--- src/rtl/nib_pkg.sv ---
package nib_pkg;
  typedef enum logic {
    SRC_PIN    = 1'b0,
    SRC_STROBE = 1'b1
  } src_e;
endpackage

--- src/rtl/nib_edge_sync.sv ---
module nib_edge_sync #(
  parameter int STAGES = 2
) (
  input  logic clk,
  input  logic rst,
  input  logic pin,
  output logic edge_pulse
);
  logic [STAGES-1:0] sr;
  logic              prev;

  generate
    if (STAGES == 1) begin : g_one
      always_ff @(posedge clk) begin
        if (rst) sr <= '0;
        else     sr <= pin;
      end
    end else begin : g_many
      always_ff @(posedge clk) begin
        if (rst) sr <= '0;
        else     sr <= {sr[STAGES-2:0], pin};
      end
    end
  endgenerate

  always_ff @(posedge clk) begin
    if (rst) prev <= 1'b0;
    else     prev <= sr[STAGES-1];
  end

  // Any change of the synchronised level is one count event.
  assign edge_pulse = sr[STAGES-1] ^ prev;
endmodule

--- src/rtl/nib_counter.sv ---
module nib_counter #(
  parameter int W = 4
) (
  input  logic         clk,
  input  logic         rst,
  input  logic         inc,
  input  logic         ld,
  input  logic [W-1:0] ld_val,
  input  logic         clr,
  output logic [W-1:0] cnt,
  output logic         flag,
  output logic         carry
);
  localparam logic [W-1:0] MAXV = {W{1'b1}};

  // Load wins: no carry when a load is present.
  assign carry = inc & ~ld & (cnt == MAXV);

  always_ff @(posedge clk) begin
    if (rst) begin
      cnt  <= '0;
      flag <= 1'b0;
    end else begin
      if (ld)       cnt <= ld_val;
      else if (inc) cnt <= cnt + 1'b1;
      if (carry)    flag <= 1'b1;
      else if (clr) flag <= 1'b0;
    end
  end

  assert_load_wins_R5: assert property (@(posedge clk) disable iff (rst)
    ld |=> (cnt == $past(ld_val)));
  assert_wrap_sets_flag_R6: assert property (@(posedge clk) disable iff (rst)
    (inc && !ld && cnt == MAXV) |=> (flag && cnt == '0));
  assert_flag_sticky_R7: assert property (@(posedge clk) disable iff (rst)
    (flag && !clr) |=> flag);
  assert_idle_hold_R4: assert property (@(posedge clk) disable iff (rst)
    (!inc && !ld) |=> $stable(cnt));
endmodule

--- src/rtl/nib_upper.sv ---
module nib_upper #(
  parameter int W = 8
) (
  input  logic         clk,
  input  logic         rst,
  input  logic         step,
  output logic [W-1:0] val
);
  always_ff @(posedge clk) begin
    if (rst)       val <= '0;
    else if (step) val <= val + 1'b1;
  end

  assert_upper_hold_R9: assert property (@(posedge clk) disable iff (rst)
    !step |=> $stable(val));
  assert_upper_step_R9: assert property (@(posedge clk) disable iff (rst)
    step |=> (val == $past(val) + 1'b1));
endmodule

--- src/rtl/nib_cascade_counter.sv ---
module nib_cascade_counter
  import nib_pkg::*;
#(
  parameter int NIB_W       = 4,
  parameter int UP_W        = 8,
  parameter int SYNC_STAGES = 2,
  localparam int WIDE_W     = NIB_W + UP_W
) (
  input  logic              clk,
  input  logic              rst,
  input  logic              ext_pin,
  input  logic              sw_strobe,
  input  logic              src_sel,
  input  logic              load_en,
  input  logic [NIB_W-1:0]  load_val,
  input  logic              flag_clr,
  input  logic              irq_en,
  output logic [NIB_W-1:0]  count,
  output logic [WIDE_W-1:0] wide_count,
  output logic              ovf_flag,
  output logic              irq
);
  src_e            src;
  logic            pin_edge;
  logic            inc;
  logic            carry;
  logic [UP_W-1:0] upper;

  assign src = src_e'(src_sel);

  nib_edge_sync #(.STAGES(SYNC_STAGES)) u_sync (
    .clk(clk), .rst(rst), .pin(ext_pin), .edge_pulse(pin_edge)
  );

  assign inc = (src == SRC_PIN) ? pin_edge : sw_strobe;

  nib_counter #(.W(NIB_W)) u_nib (
    .clk(clk), .rst(rst), .inc(inc), .ld(load_en), .ld_val(load_val),
    .clr(flag_clr), .cnt(count), .flag(ovf_flag), .carry(carry)
  );

  nib_upper #(.W(UP_W)) u_up (
    .clk(clk), .rst(rst), .step(carry), .val(upper)
  );

  assign wide_count = {upper, count};
  assign irq        = ovf_flag & irq_en;

  assert_irq_gated_R8: assert property (@(posedge clk) disable iff (rst)
    !irq_en |-> !irq);
endmodule

--- config.mk ---
export PLATFORM = sky130hd
export DESIGN_NAME = nib_cascade_counter
export DESIGN_NICKNAME = d
export VERILOG_FILES = /design/src/rtl/nib_pkg.sv /design/src/rtl/nib_edge_sync.sv /design/src/rtl/nib_counter.sv /design/src/rtl/nib_upper.sv /design/src/rtl/nib_cascade_counter.sv
export SDC_FILE = /design/constraint.sdc
export NUM_CORES = 1
export LEC_CHECK = 0
export ABC_AREA = 1
export BUFFER_PORTS_ARGS = -buffer_cell sky130_fd_sc_hd__buf_2
export CELL_PAD_IN_SITES_DETAIL_PLACEMENT = 1
export CELL_PAD_IN_SITES_GLOBAL_PLACEMENT = 2
export CORE_MARGIN = 10
export CORE_UTILIZATION = 27
export DETAILED_ROUTE_END_ITERATION = 8
export PLACE_DENSITY_LB_ADDON = 0.25
export SLEW_MARGIN = 20
export SYNTH_ARGS = -nofsm -noshare
export SYNTH_HDL_FRONTEND = slang
export SYNTH_SLANG_ARGS = --single-unit
export TNS_END_PERCENT = 100
--- constraint.sdc ---
create_clock -name clk -period 3.5 [get_ports clk]
set_input_delay 0.525 -clock clk [delete_from_list [all_inputs] [get_ports clk]]
set_output_delay 0.525 -clock clk [all_outputs]
set_load 0.03 [all_outputs]
==> results.sh <==
export IMPL_rsz0062_at_grt="false"
export IMPL_wire_per_inst_um=12.0
export IMPL_slowest_delay_ps=470
export IMPL_cts_made_buffers=3
export IMPL_path_clk_slew_ps=90
export IMPL_r2r_slack_ps=2090
export IMPL_cp_top_family="flip-flops"
export IMPL_drt_iter0_drc=34
export IMPL_hold_path_class="flop to flop"
export IMPL_numPortBuffers=29
export IMPL_drive_gt1_share_pct=28.8
export IMPL_hold_violations=0
export IMPL_critPathSlowestCell="dfxtp_1"
export IMPL_min_from="u_sync.sr[0]"
export IMPL_yosysSeqAreaShare_pct=35.5
export IMPL_grt_pass1_wl_mm=4.20
export IMPL_required_ps=2970
export IMPL_dp_slack_ps=2080
export IMPL_cts_tree="built"
export IMPL_drc=0
export IMPL_ant_nets=0
export IMPL_ys_warn_count=0
export IMPL_initial_core_util_pct=28.9
export IMPL_grt_max_degree=17
export IMPL_status="completed"
export IMPL_tightest_slew_ps=312
export IMPL_holdBufCountCts=0
export IMPL_totalWireLength_mm=2.41
export IMPL_overflow=0
export IMPL_synth_cells=129
export IMPL_finClkSkew_ps=1.64
export IMPL_leakagePower_nw=0.544
export IMPL_synth_seq_cells=16
export IMPL_clock_sinks=16
export IMPL_worstHoldPathCells=2
export IMPL_finalCritPeriodShare_pct=43.9
export IMPL_track_usage_pct=8.24
export IMPL_ir_drop_mv=0.139
export IMPL_cts_path_max_buffers=2
export IMPL_clk_latency_ps=280
export IMPL_cts_post_setup_buffers_inserted=0
export IMPL_final_cell_mix="42 x nand2_1, 29 x buf_2, 16 x dfxtp_1"
export IMPL_gp_congestion=0.785
export IMPL_tns_ps=0
export IMPL_crit_fanout=7
export IMPL_avgViaCountPerCell=4.43
export IMPL_rows=20
export IMPL_dp_hpwl_mm=1.91
export IMPL_synth_fp_nets=143
export IMPL_max_slew_margin_pct=79.2
export IMPL_dieArea_mm2=0.00606
export IMPL_slew_violations=0
export IMPL_utilization_pct=34.9
export IMPL_layout_nets=172
export IMPL_setup_worst_path_start_class="flop"
export IMPL_reg2reg_from="u_nib.cnt[0]"
export IMPL_firstDrtPassIters=3
export IMPL_arrival_ps=1010
export IMPL_ff2ff_path_depth=7
export IMPL_worstHoldEndpoint="u_sync.sr[1]"
export IMPL_post_cts_resize_count=0
export IMPL_htree_num_levels=1
export IMPL_die_width_um=77.8
export IMPL_power_mw=0.344
export IMPL_yosys_cell_types_count=22
export IMPL_path_cells="buf_2"
export IMPL_antenna_found_initial=0
export IMPL_syn_avg_cell_area_um2=7.00
export IMPL_fmax_ghz=0.651
export IMPL_syn_area_um2=903
export IMPL_design_core_area_mm2=0.00313
export IMPL_end_kind="primary output"
export IMPL_die_y_um=77.8
export IMPL_cts_root_buf="clkbuf_4"
export IMPL_cap_violations=0
export IMPL_crit_buf_inv=1
export IMPL_min_period_ps=1540
export IMPL_criticalPathCategory="flop to primary output"
export IMPL_final_common_cell="nand2_1"
export IMPL_io_pins=30
export IMPL_layout_setup_ws_ps=1960
export IMPL_grt_pass1_vias=948
export IMPL_vias=886
export IMPL_setup_viol=0
export IMPL_area_growth_pct=20.9
export IMPL_rr_endpoint="u_up.val[4]"
export IMPL_pwr_density_cell_mw_per_mm2=315
export IMPL_num_antenna_cells=0
==> per-layer routing <==
layer  vias to the layer above  routed length, um  share of wire, %  GRT usage, %
met5                         -                  0                 0             0
met4                         0                 13              0.54          2.19
met3                         2                120               5.0          2.53
met2                        20               1140                48          15.0
met1                       407               1130                47          8.96
li1                        457                  -                 -             -
==> how the worst max path moves through the flow <==
stage	endpoint	from	slack, ps	cells after the start
after floorplan	u_up.val[5]	u_nib.cnt[0]	2040	6
after global placement	irq	irq_en	2110	4
after detailed placement	u_up.val[4]	u_nib.cnt[0]	2080	7
after CTS	wide_count[8]	u_up.val[4]	1920	1
after global routing	wide_count[8]	u_up.val[4]	1880	1
final	wide_count[8]	u_up.val[4]	1960	1
==> state kept, by name, indices dropped and copies added (netlist names) <==
name and count:
u_up.val 8, u_nib.cnt 4, u_nib.flag 1, u_sync.prev 1, u_sync.sr 2
==> final cells by class <==
class / count / area, um^2
Fill cell: 415 / 2040
Multi-Input combinational cell: 91 / 485
Sequential cell: 16 / 320
Timing Repair Buffer: 29 / 145
Inverter: 17 / 63.8
Tap cell: 44 / 55.1
Clock buffer: 3 / 22.5
==> power breakdown <==
part,internal (mW),leakage (nW),total (mW),switching [mW]
logic,0.0180,0.400,0.0548,0.0368
registers,0.187,0.130,0.193,0.00606
clock network,0.0399,0.0138,0.0966,0.0567
total,0.245,0.544,0.344,0.0995
==> through the flow <==
stage | area (um^2) | std cells | hold slack (ps)
after detailed placement | 1070 | 197 | 401
after global placement | 1070 | 197 | 392
after floorplan | 903 | 129 | 388
final | 1090 | 200 | 410
after global routing | 1090 | 200 | 439
after CTS | 1090 | 200 | 416
==> synthesized netlist by cell type <==
cell type / instances / share of area, %
a21oi_1: 12 / 6.6
buf_4: 4 / 3.3
clkbuf_1: 1 / 0.42
dfxtp_1: 16 / 35
ha_1: 2 / 2.8
inv_1: 12 / 5.0
inv_2: 5 / 2.1
nand2_1: 42 / 17
nand2_2: 2 / 1.4
nand3_1: 6 / 3.3
nand3_2: 3 / 3.3
nand3_4: 1 / 1.9
nand4_1: 3 / 2.1
nor2_1: 8 / 3.3
nor2_4: 1 / 1.2
nor2_8: 1 / 2.2
o21ai_0: 2 / 1.1
o21ai_1: 1 / 0.55
o21bai_1: 1 / 0.83
or2_0: 1 / 0.69
xnor2_1: 2 / 1.9
xor2_1: 3 / 2.9
==> tightest hold or removal path, cell delays in order, from the launching register on <==
cell and delay [ps]:
dfxtp_1 310, inv_1 40, nor2_1 30
==> cells by family (layout without fill, tap and decap cells) <==
family	after synthesis	in the layout	synth area share [%]
DFF	16	16	35.5
AOI/OAI and AO/OA	16	16	9.14
buffers and inverters	22	49	10.8
xor gates and xnor gates	5	5	4.85
and+or+nand+nor	68	68	37.0
adders and majority gates	2	2	2.77
Power figures use the tool's default switching activity.
